$ cat config.mk
export PLATFORM = sky130hd
export DESIGN_NAME = updown_counter
export DESIGN_NICKNAME = d
export VERILOG_FILES = /design/src/rtl/ctr_pkg.sv /design/src/rtl/ctr_op_decode.sv /design/src/rtl/ctr_state_reg.sv /design/src/rtl/ctr_term_detect.sv /design/src/rtl/updown_counter.sv
export SDC_FILE = /design/constraint.sdc
export NUM_CORES = 1
export LEC_CHECK = 0
export BUFFER_PORTS_ARGS = -buffer_cell sky130_fd_sc_hd__buf_2
export CORE_AREA = 2 2 40 42
export DETAILED_ROUTE_END_ITERATION = 12
export DIE_AREA = 0 0 42 44
export PLACE_DENSITY = 0.83
export SLEW_MARGIN = 10
export SYNTH_ARGS = -nofsm -noshare
export SYNTH_HDL_FRONTEND = slang
export SYNTH_SLANG_ARGS = --single-unit
$ cat constraint.sdc
create_clock -name clk -period 6.83 [get_ports clk]
set_input_delay 0.3415 -clock clk [delete_from_list [all_inputs] [get_ports clk]]
set_output_delay 0.3415 -clock clk [all_outputs]
set_load 0.02 [all_outputs]
$ cat src/rtl/ctr_pkg.sv
package ctr_pkg;
    typedef enum logic [2:0] {
        OP_CLEAR = 3'd0,
        OP_LOAD  = 3'd1,
        OP_HOLD  = 3'd2,
        OP_INC   = 3'd3,
        OP_DEC   = 3'd4
    } ctr_op_e;
endpackage

$ cat src/rtl/ctr_op_decode.sv
module ctr_op_decode
    import ctr_pkg::*;
(
    input  logic    sync_clear,
    input  logic    ld_n,
    input  logic    dir_up,
    input  logic    en_par_n,
    input  logic    en_trk_n,
    output ctr_op_e op
);
    // Priority: clear, then load, then hold, then a step in the selected direction.
    always_comb begin
        if (sync_clear)
            op = OP_CLEAR;
        else if (!ld_n)
            op = OP_LOAD;
        else if (en_par_n || en_trk_n)
            op = OP_HOLD;
        else if (dir_up)
            op = OP_INC;
        else
            op = OP_DEC;
    end
endmodule

$ cat src/rtl/ctr_state_reg.sv
module ctr_state_reg
    import ctr_pkg::*;
#(
    parameter int WIDTH = 8
) (
    input  logic             clk,
    input  ctr_op_e          op,
    input  logic [WIDTH-1:0] din,
    output logic [WIDTH-1:0] count
);
    localparam logic [WIDTH-1:0] ONE = WIDTH'(1);

    logic [WIDTH-1:0] cnt_q;
    logic [WIDTH-1:0] cnt_d;

    // Next-value selection for each operating mode.
    always_comb begin
        unique case (op)
            OP_CLEAR: cnt_d = '0;
            OP_LOAD:  cnt_d = din;
            OP_INC:   cnt_d = cnt_q + ONE;
            OP_DEC:   cnt_d = cnt_q - ONE;
            default:  cnt_d = cnt_q;
        endcase
    end

    // State register.
    always_ff @(posedge clk) begin
        cnt_q <= cnt_d;
    end

    assign count = cnt_q;
endmodule

$ cat src/rtl/ctr_term_detect.sv
module ctr_term_detect #(
    parameter int WIDTH = 8
) (
    input  logic [WIDTH-1:0] count,
    input  logic             dir_up,
    input  logic             en_trk_n,
    output logic             term_n
);
    logic at_top;
    logic at_bottom;
    logic at_edge;

    assign at_top    = &count;
    assign at_bottom = ~|count;

    // Combinational path from direction and trickle enable to the flag.
    always_comb begin
        at_edge = dir_up ? at_top : at_bottom;
        term_n  = ~(at_edge & ~en_trk_n);
    end
endmodule

$ cat src/rtl/updown_counter.sv
module updown_counter
    import ctr_pkg::*;
#(
    parameter int WIDTH = 8
) (
    input  logic             clk,
    input  logic             sync_clear,
    input  logic             ld_n,
    input  logic             dir_up,
    input  logic             en_par_n,
    input  logic             en_trk_n,
    input  logic [WIDTH-1:0] din,
    output logic [WIDTH-1:0] count,
    output logic             term_n
);
    localparam logic [WIDTH-1:0] ALL_ONES = {WIDTH{1'b1}};

    ctr_op_e op;

    ctr_op_decode u_dec (
        .sync_clear (sync_clear),
        .ld_n       (ld_n),
        .dir_up     (dir_up),
        .en_par_n   (en_par_n),
        .en_trk_n   (en_trk_n),
        .op         (op)
    );

    ctr_state_reg #(.WIDTH(WIDTH)) u_reg (
        .clk   (clk),
        .op    (op),
        .din   (din),
        .count (count)
    );

    ctr_term_detect #(.WIDTH(WIDTH)) u_term (
        .count    (count),
        .dir_up   (dir_up),
        .en_trk_n (en_trk_n),
        .term_n   (term_n)
    );

    AST_CLEAR_ZERO: assert property (@(posedge clk)
        sync_clear |=> count == '0);
    AST_LOAD_TAKES_DIN: assert property (@(posedge clk) disable iff (sync_clear)
        !ld_n |=> count == $past(din));
    AST_PAR_HOLD: assert property (@(posedge clk) disable iff (sync_clear)
        (ld_n && en_par_n) |=> $stable(count));
    AST_TRK_HOLD: assert property (@(posedge clk) disable iff (sync_clear)
        (ld_n && en_trk_n) |=> $stable(count));
    AST_TRK_IDLE_FLAG: assert property (@(posedge clk) disable iff (sync_clear)
        en_trk_n |-> term_n);
    AST_UP_WRAP: assert property (@(posedge clk) disable iff (sync_clear)
        (ld_n && !en_par_n && !term_n && dir_up) |=> count == '0);
    AST_DOWN_WRAP: assert property (@(posedge clk) disable iff (sync_clear)
        (ld_n && !en_par_n && !term_n && !dir_up) |=> count == ALL_ONES);
    AST_FLAG_AT_EDGE: assert property (@(posedge clk) disable iff (sync_clear)
        !term_n |-> (dir_up ? (count == ALL_ONES) : (count == '0)));
endmodule

### Yosys cells after proc, flatten, opt, wreduce, memory -nomap -nowiden

Cells that the tools add are included.
W data, S select, Z words.

* reduce and logical (&&, ||, !) cells: 6
* bitwise operators: 3
* add/sub/neg operators: 2
* muxes and demuxes: 6
* eq/ne operators: 3

Operators with widths (count)
* $pmux W8 S4: 1
* $mux W3: 4
* $add A8 B1 Y8 const B: 1
* $reduce_and A8 Y1: 1
* $reduce_or A8 Y1: 1
* $sub A8 B1 Y8 const B: 1
* $reduce_bool A4 Y1: 1
* $eq A3 B1 Y1 const B: 1
* $eq A3 B2 Y1 const B: 1
* $eq A3 B3 Y1 const B: 1
* $logic_not A3 Y1: 1
* $not A1 Y1: 2
* $and A1 B1 Y1: 1
* $logic_not A1 Y1: 1
* $logic_or A1 B1 Y1: 1
* $mux W1: 1

* input bits: 14
* register bits after elaboration: 8
* output and inout port bits: 9

### Logic depth before layout (Yosys ltp)

* word-level depth: 6
* depth in mapped cells: 9
* gate-level depth less buffers: 8

### By module

A second synthesis with hierarchy kept.

* cell total of the unflattened synthesis: 91
* area, all modules: 803.3 sq um

Modules (own cells, without submodules)
* ctr_state_reg: area each 718.2 sq um, times used 1, cells each 78
* ctr_term_detect: area each 50.0 sq um, times used 1, cells each 7
* ctr_op_decode: area each 35.0 sq um, times used 1, cells each 6

### Worst setup path after synthesis

No wires, ideal clock.

* path kind: in2reg
* start point: in sync_clear
* end point: reg u_reg.cnt_q[4] (netlist: u_reg.count[4]), data pin
* slack: 4.176 ns
* required time: 6.563 ns
* arrival: 2.388 ns
* stages: 9
* path through: or4b_2 clkbuf_1 nor2_1 xor2_1 ha_1 or4_1 o22ai_1 xnor2_1 o21ai_0

* word-level cells in the longest chain between the ends: 3
* elaborated cells on any way between the ends: 6
* those cells by class: eq/ne: 3; mux: 2; reduce/logical: 1

Ends and longest elaborated chain
* start: declaration: RTL line updown_counter.sv:7 `input logic sync_clear,`
* $mux W3 (*): RTL line ctr_op_decode.sv:13 `if (sync_clear)`
* $eq A3 B3 Y1 (tied with other cells): RTL line ctr_state_reg.sv:18 `unique case (op)`
* $pmux W8 S4 (*): RTL line ctr_state_reg.sv:18
* named net u_reg.cnt_d[4]: RTL line ctr_state_reg.sv:14 `logic [WIDTH-1:0] cnt_d;`
* end signal: assignment: RTL line ctr_state_reg.sv:29 `cnt_q <= cnt_d;`
* end: declaration: RTL line ctr_state_reg.sv:13 `logic [WIDTH-1:0] cnt_q;`

Mark *: on every way through the listed nets, which the timed path passes. The rest lies on a longest branch.
A chain may end at the register's enable or synchronous reset.

### Worst setup path in the final report

Ends and elaborated chain as after synthesis.

==> results.md <==
Synthesis:
- The synthesized design contains 8 register bits.
- The summed instance area of the synthesized netlist is 598 sq um.
- Yosys printed 0 warnings.
- The commonest cells after synthesis are sky130_fd_sc_hd__nand2_1 (10), sky130_fd_sc_hd__edfxtp_1 (8), sky130_fd_sc_hd__o21ai_0 (7).
- In this run, synthesis inferred 8 flip-flops with an integrated enable.
- The share of synthesized area in the top cell type comes to 0.402.
- The number of nets handed over by synthesis was 82.
- Yosys attributes the largest share of cell area to sky130_fd_sc_hd__edfxtp_1 (40%), sky130_fd_sc_hd__xor2_1 (7.3%), sky130_fd_sc_hd__nand2_1 (6.3%).
- The fraction of synthesis flops using an asynchronous set or reset pin is 0.
- After technology mapping, the gate count stands at 66.
- The cell with the most instances after synthesis is sky130_fd_sc_hd__nand2_1.
- The distinct cell type count of the synthesized netlist is 26.
- The share of the Yosys chip area taken by registers is 0.402.
- Summed over all instances, the cell type with the most area after synthesis is sky130_fd_sc_hd__edfxtp_1.
- The most used flip-flop cell after synthesis is sky130_fd_sc_hd__edfxtp_1.
- After synthesis, the mean cell area works out to 9.06 sq um.

Global route:
- The layer flagged by global routing as most heavily used is met2.
- The first global-routing pass estimated 2.30 mm of wire.
- Summed over all layers, the global routing overflow is 0.
- The pin count of the biggest net entering global routing is 13.
- In the global route stage, met3 resource usage came out at 0.0208.
- For met1 alone, demand over resource in global routing was 0.202.
- The fraction of met2 tracks used by global routing is 0.288.
- The via count of the first global-routing pass is 525.
- The initial antenna violation count is 0.
- The total global routing track utilization is 0.169.

Layout:
- The number of nets at the end of the flow is 107.
- The filler cells instantiated in the layout total 129.
- The area added between synthesis and finish is 23.0%.
- The total inserted antenna cells is 0.
- The register with the most flip-flops in the layout has 8 of them.
- The fraction of layout instances using a drive strength above 1 is 0.303.
- The area of all placed cells without fillers is 736 sq um.

Setup path:
- STA puts the critical path data arrival time at 2630 ps.
- The cell at the slowest stage of the critical path is sky130_fd_sc_hd__or4b_2.
- The maximum fanout along the worst path is 9.
- Walking the worst path, the cells encountered are buf_2 > or4b_2 > nor2_1 > xor2_1 > ha_1 > or4_1 > o22ai_1 > xnor2_1 > o21ai_0.
- The largest incremental delay on the critical path is 780 ps.
- The endpoint type of the worst setup path is a flip-flop.
- The worst setup path is of the input pin to flip-flop kind.
- The worst setup path is launched from an input pin.
- Data on the critical path is required at its endpoint by 6820 ps.

Detailed routing:
- The remaining antenna violation count after routing is 0.
- The length of the first detailed-routing pass in iterations is 4.
- Wires add up to 1.42 mm.
- Dividing the detail-routed wire length by the instance count gives 13.5 um.
- The post-detailed-route DRC marker count is 0.
- In the routed layout, each cell is associated on average with a via count of 5.57.
- The detailed router placed 585 vias in this run.
- After the first detailed-routing iteration, the DRC count stood at 10.

Power:
- Of the total power, combinational logic draws 0.260.
- For this design the static power due to leakage is 0.000312 uW.
- The cell-internal power is 95.3 uW.
- The share of total power dissipated in sequential elements is 0.479.
- The worst-case IR drop observed on VDD is 133 uV.
- The overall power after layout is 138 uW.
- Of the total power, the clock network draws 0.262.
- Summed over all nets, the switching power comes to 42.8 uW.
- The share of total power consumed by net switching is 0.310.
- For this design the ratio of total power to cell area is 188 mW/mm^2.

Timing:
- The worst path needs 2630 ps of the cycle, external delays included.
- The total count of hold-check failures in the final report came to 0.
- For this run, the top clock speed supported by timing is 380 MHz.
- Setup repair after global routing left no endpoint under its margin.
- The slew at the pin with the worst max-slew slack is 1130 ps.
- Between clock sinks in the finished design, the worst skew comes to 1.81 ps.
- Dividing the final minimum period by the clock period gives 0.385.
- Measured against its own limit, the worst slew margin works out to 0.240.
- The number of max-slew violations in the final report is 0.
- In the final timing run, aggregate negative setup slack is 0 ps.
- The total of endpoints with negative setup slack in the final report is 0.

Clock network:
- After clock tree synthesis, the setup repair step added 0 buffers.
- The CTS tree is done.
- The number of gates resized after CTS is 0.
- The buffer depth of the longest clock path is 2.
- The clock sink total is 8.
- The number of buffers added by the clock tree synthesis step is 3.
- The root buffer cell is sky130_fd_sc_hd__clkbuf_4.
- The later-pin clock latency in the skew report is 250 ps.
- The number of hold-repair buffers added at the cts stage is 0.
- In this run the number of H-tree levels came out at 1.
- The clock-pin transition on the worst setup and hold timing paths is 60 ps.

Status:
- The flow ran to the end, and the final reports show no timing, DRC or antenna violations.

Placed design:
- Routability-driven placement finished with a final weighted congestion of 0.883.
- Once placement finished, the instance area stood at 713 sq um.
- During placement, the flow inserted port buffers numbering 22.
- The total half-perimeter wirelength after legalization and detailed placement is 1.06 mm.

Floorplan:
- The starting density of the core is 0.422.
- In this run the core area contains 14 standard-cell rows.
- The total area inside the core boundary comes to 0.00142 sq mm.
- The die is 44 um tall.
- Measured along the x axis, the die boundary spans 42 um.
- The number of primary I/O pins is 23.
- The die covers 0.00185 sq mm.

Run:
- The number of max-cap violations is 0.

Min path:
- In this run the worst hold path is classified as input pin to flip-flop.
## cell type report
class                   count  area (sq um)  area share
repair buffers             22           110       0.150
well taps                  16          20.0      0.0272
flip-flops and latches      8           240       0.327
multi-input cells          55           339       0.461
inverters                   1          3.75     0.00510
clock buffers               3          22.5      0.0306
## critical path, delay by kind of cell
family	cells	cell delay, ps
AO/OA/AOI/OAI	2	250
XOR/XNOR	2	240
AND/OR/NAND/NOR	3	1430
buffers and inverters	1	110
adder cells (fa/ha/maj)	1	250
## stage by stage
stage | instances | hold slack [ps] | util | setup WS, ps
3_3_place_gp | 102 | 622 | 0.503 | 4050
2_1_floorplan | 66 | 529 | - | 4180
4_1_cts | 105 | 369 | 0.519 | 4220
5_1_grt | 105 | 378 | 0.519 | 4070
6_report | 105 | 374 | 0.519 | 4200
3_5_place_dp | 102 | 629 | 0.503 | 3960
## cells by family after synthesis
group | count (synthesis) | share of synthesized area
flops | 8 | 0.402
fa+ha+maj | 2 | 0.0418
simple gates | 29 | 0.253
xor+xnor | 8 | 0.117
buf+inv | 3 | 0.0314
compound gates | 16 | 0.155
## power by group through the flow
stage | sequential (uW) | clock (uW) | combinational, uW
2_1_floorplan | 70.7 | 0 | 19.3
3_3_place_gp | 66.8 | 0 | 34.9
3_5_place_dp | 67.0 | 0 | 35.6
4_1_cts | 66.0 | 37.0 | 35.9
5_1_grt | 67.1 | 38.3 | 39.8
6_report | 66.1 | 36.1 | 35.8
## metal layers
layer  routed length, um  up-vias  share of wire
met4                   8        0         0.0057
li1                    -      297              -
met3                  92        2          0.065
met5                   0        -              0
met1                 589      263           0.42
met2                 725       23           0.51
## worst paths after layout
check	endpoint	cells after the start	from	slack [ps]
hold / removal	u_reg.count[7]	3	din[7]	370
setup / recovery	u_reg.count[4]	9	sync_clear	4200
hold reg to reg	u_reg.count[4]	2	u_reg.count[4]	760
setup reg to reg	u_reg.count[7]	5	u_reg.count[3]	4790
## placed cells by master (no fill, tap or decap), types with 2 or more instances in the layout
cell type / n
sky130_fd_sc_hd__nand2_1: 10
sky130_fd_sc_hd__xnor2_1: 3
sky130_fd_sc_hd__o21ai_0: 7
sky130_fd_sc_hd__buf_2: 22
sky130_fd_sc_hd__o22ai_1: 3
sky130_fd_sc_hd__nor2_1: 4
sky130_fd_sc_hd__a31oi_1: 2
sky130_fd_sc_hd__edfxtp_1: 8
sky130_fd_sc_hd__xor2_1: 5
sky130_fd_sc_hd__nor3_1: 5
sky130_fd_sc_hd__or4_1: 2
sky130_fd_sc_hd__clkbuf_4: 3
sky130_fd_sc_hd__ha_1: 2
Power figures use the tool's default switching activity.
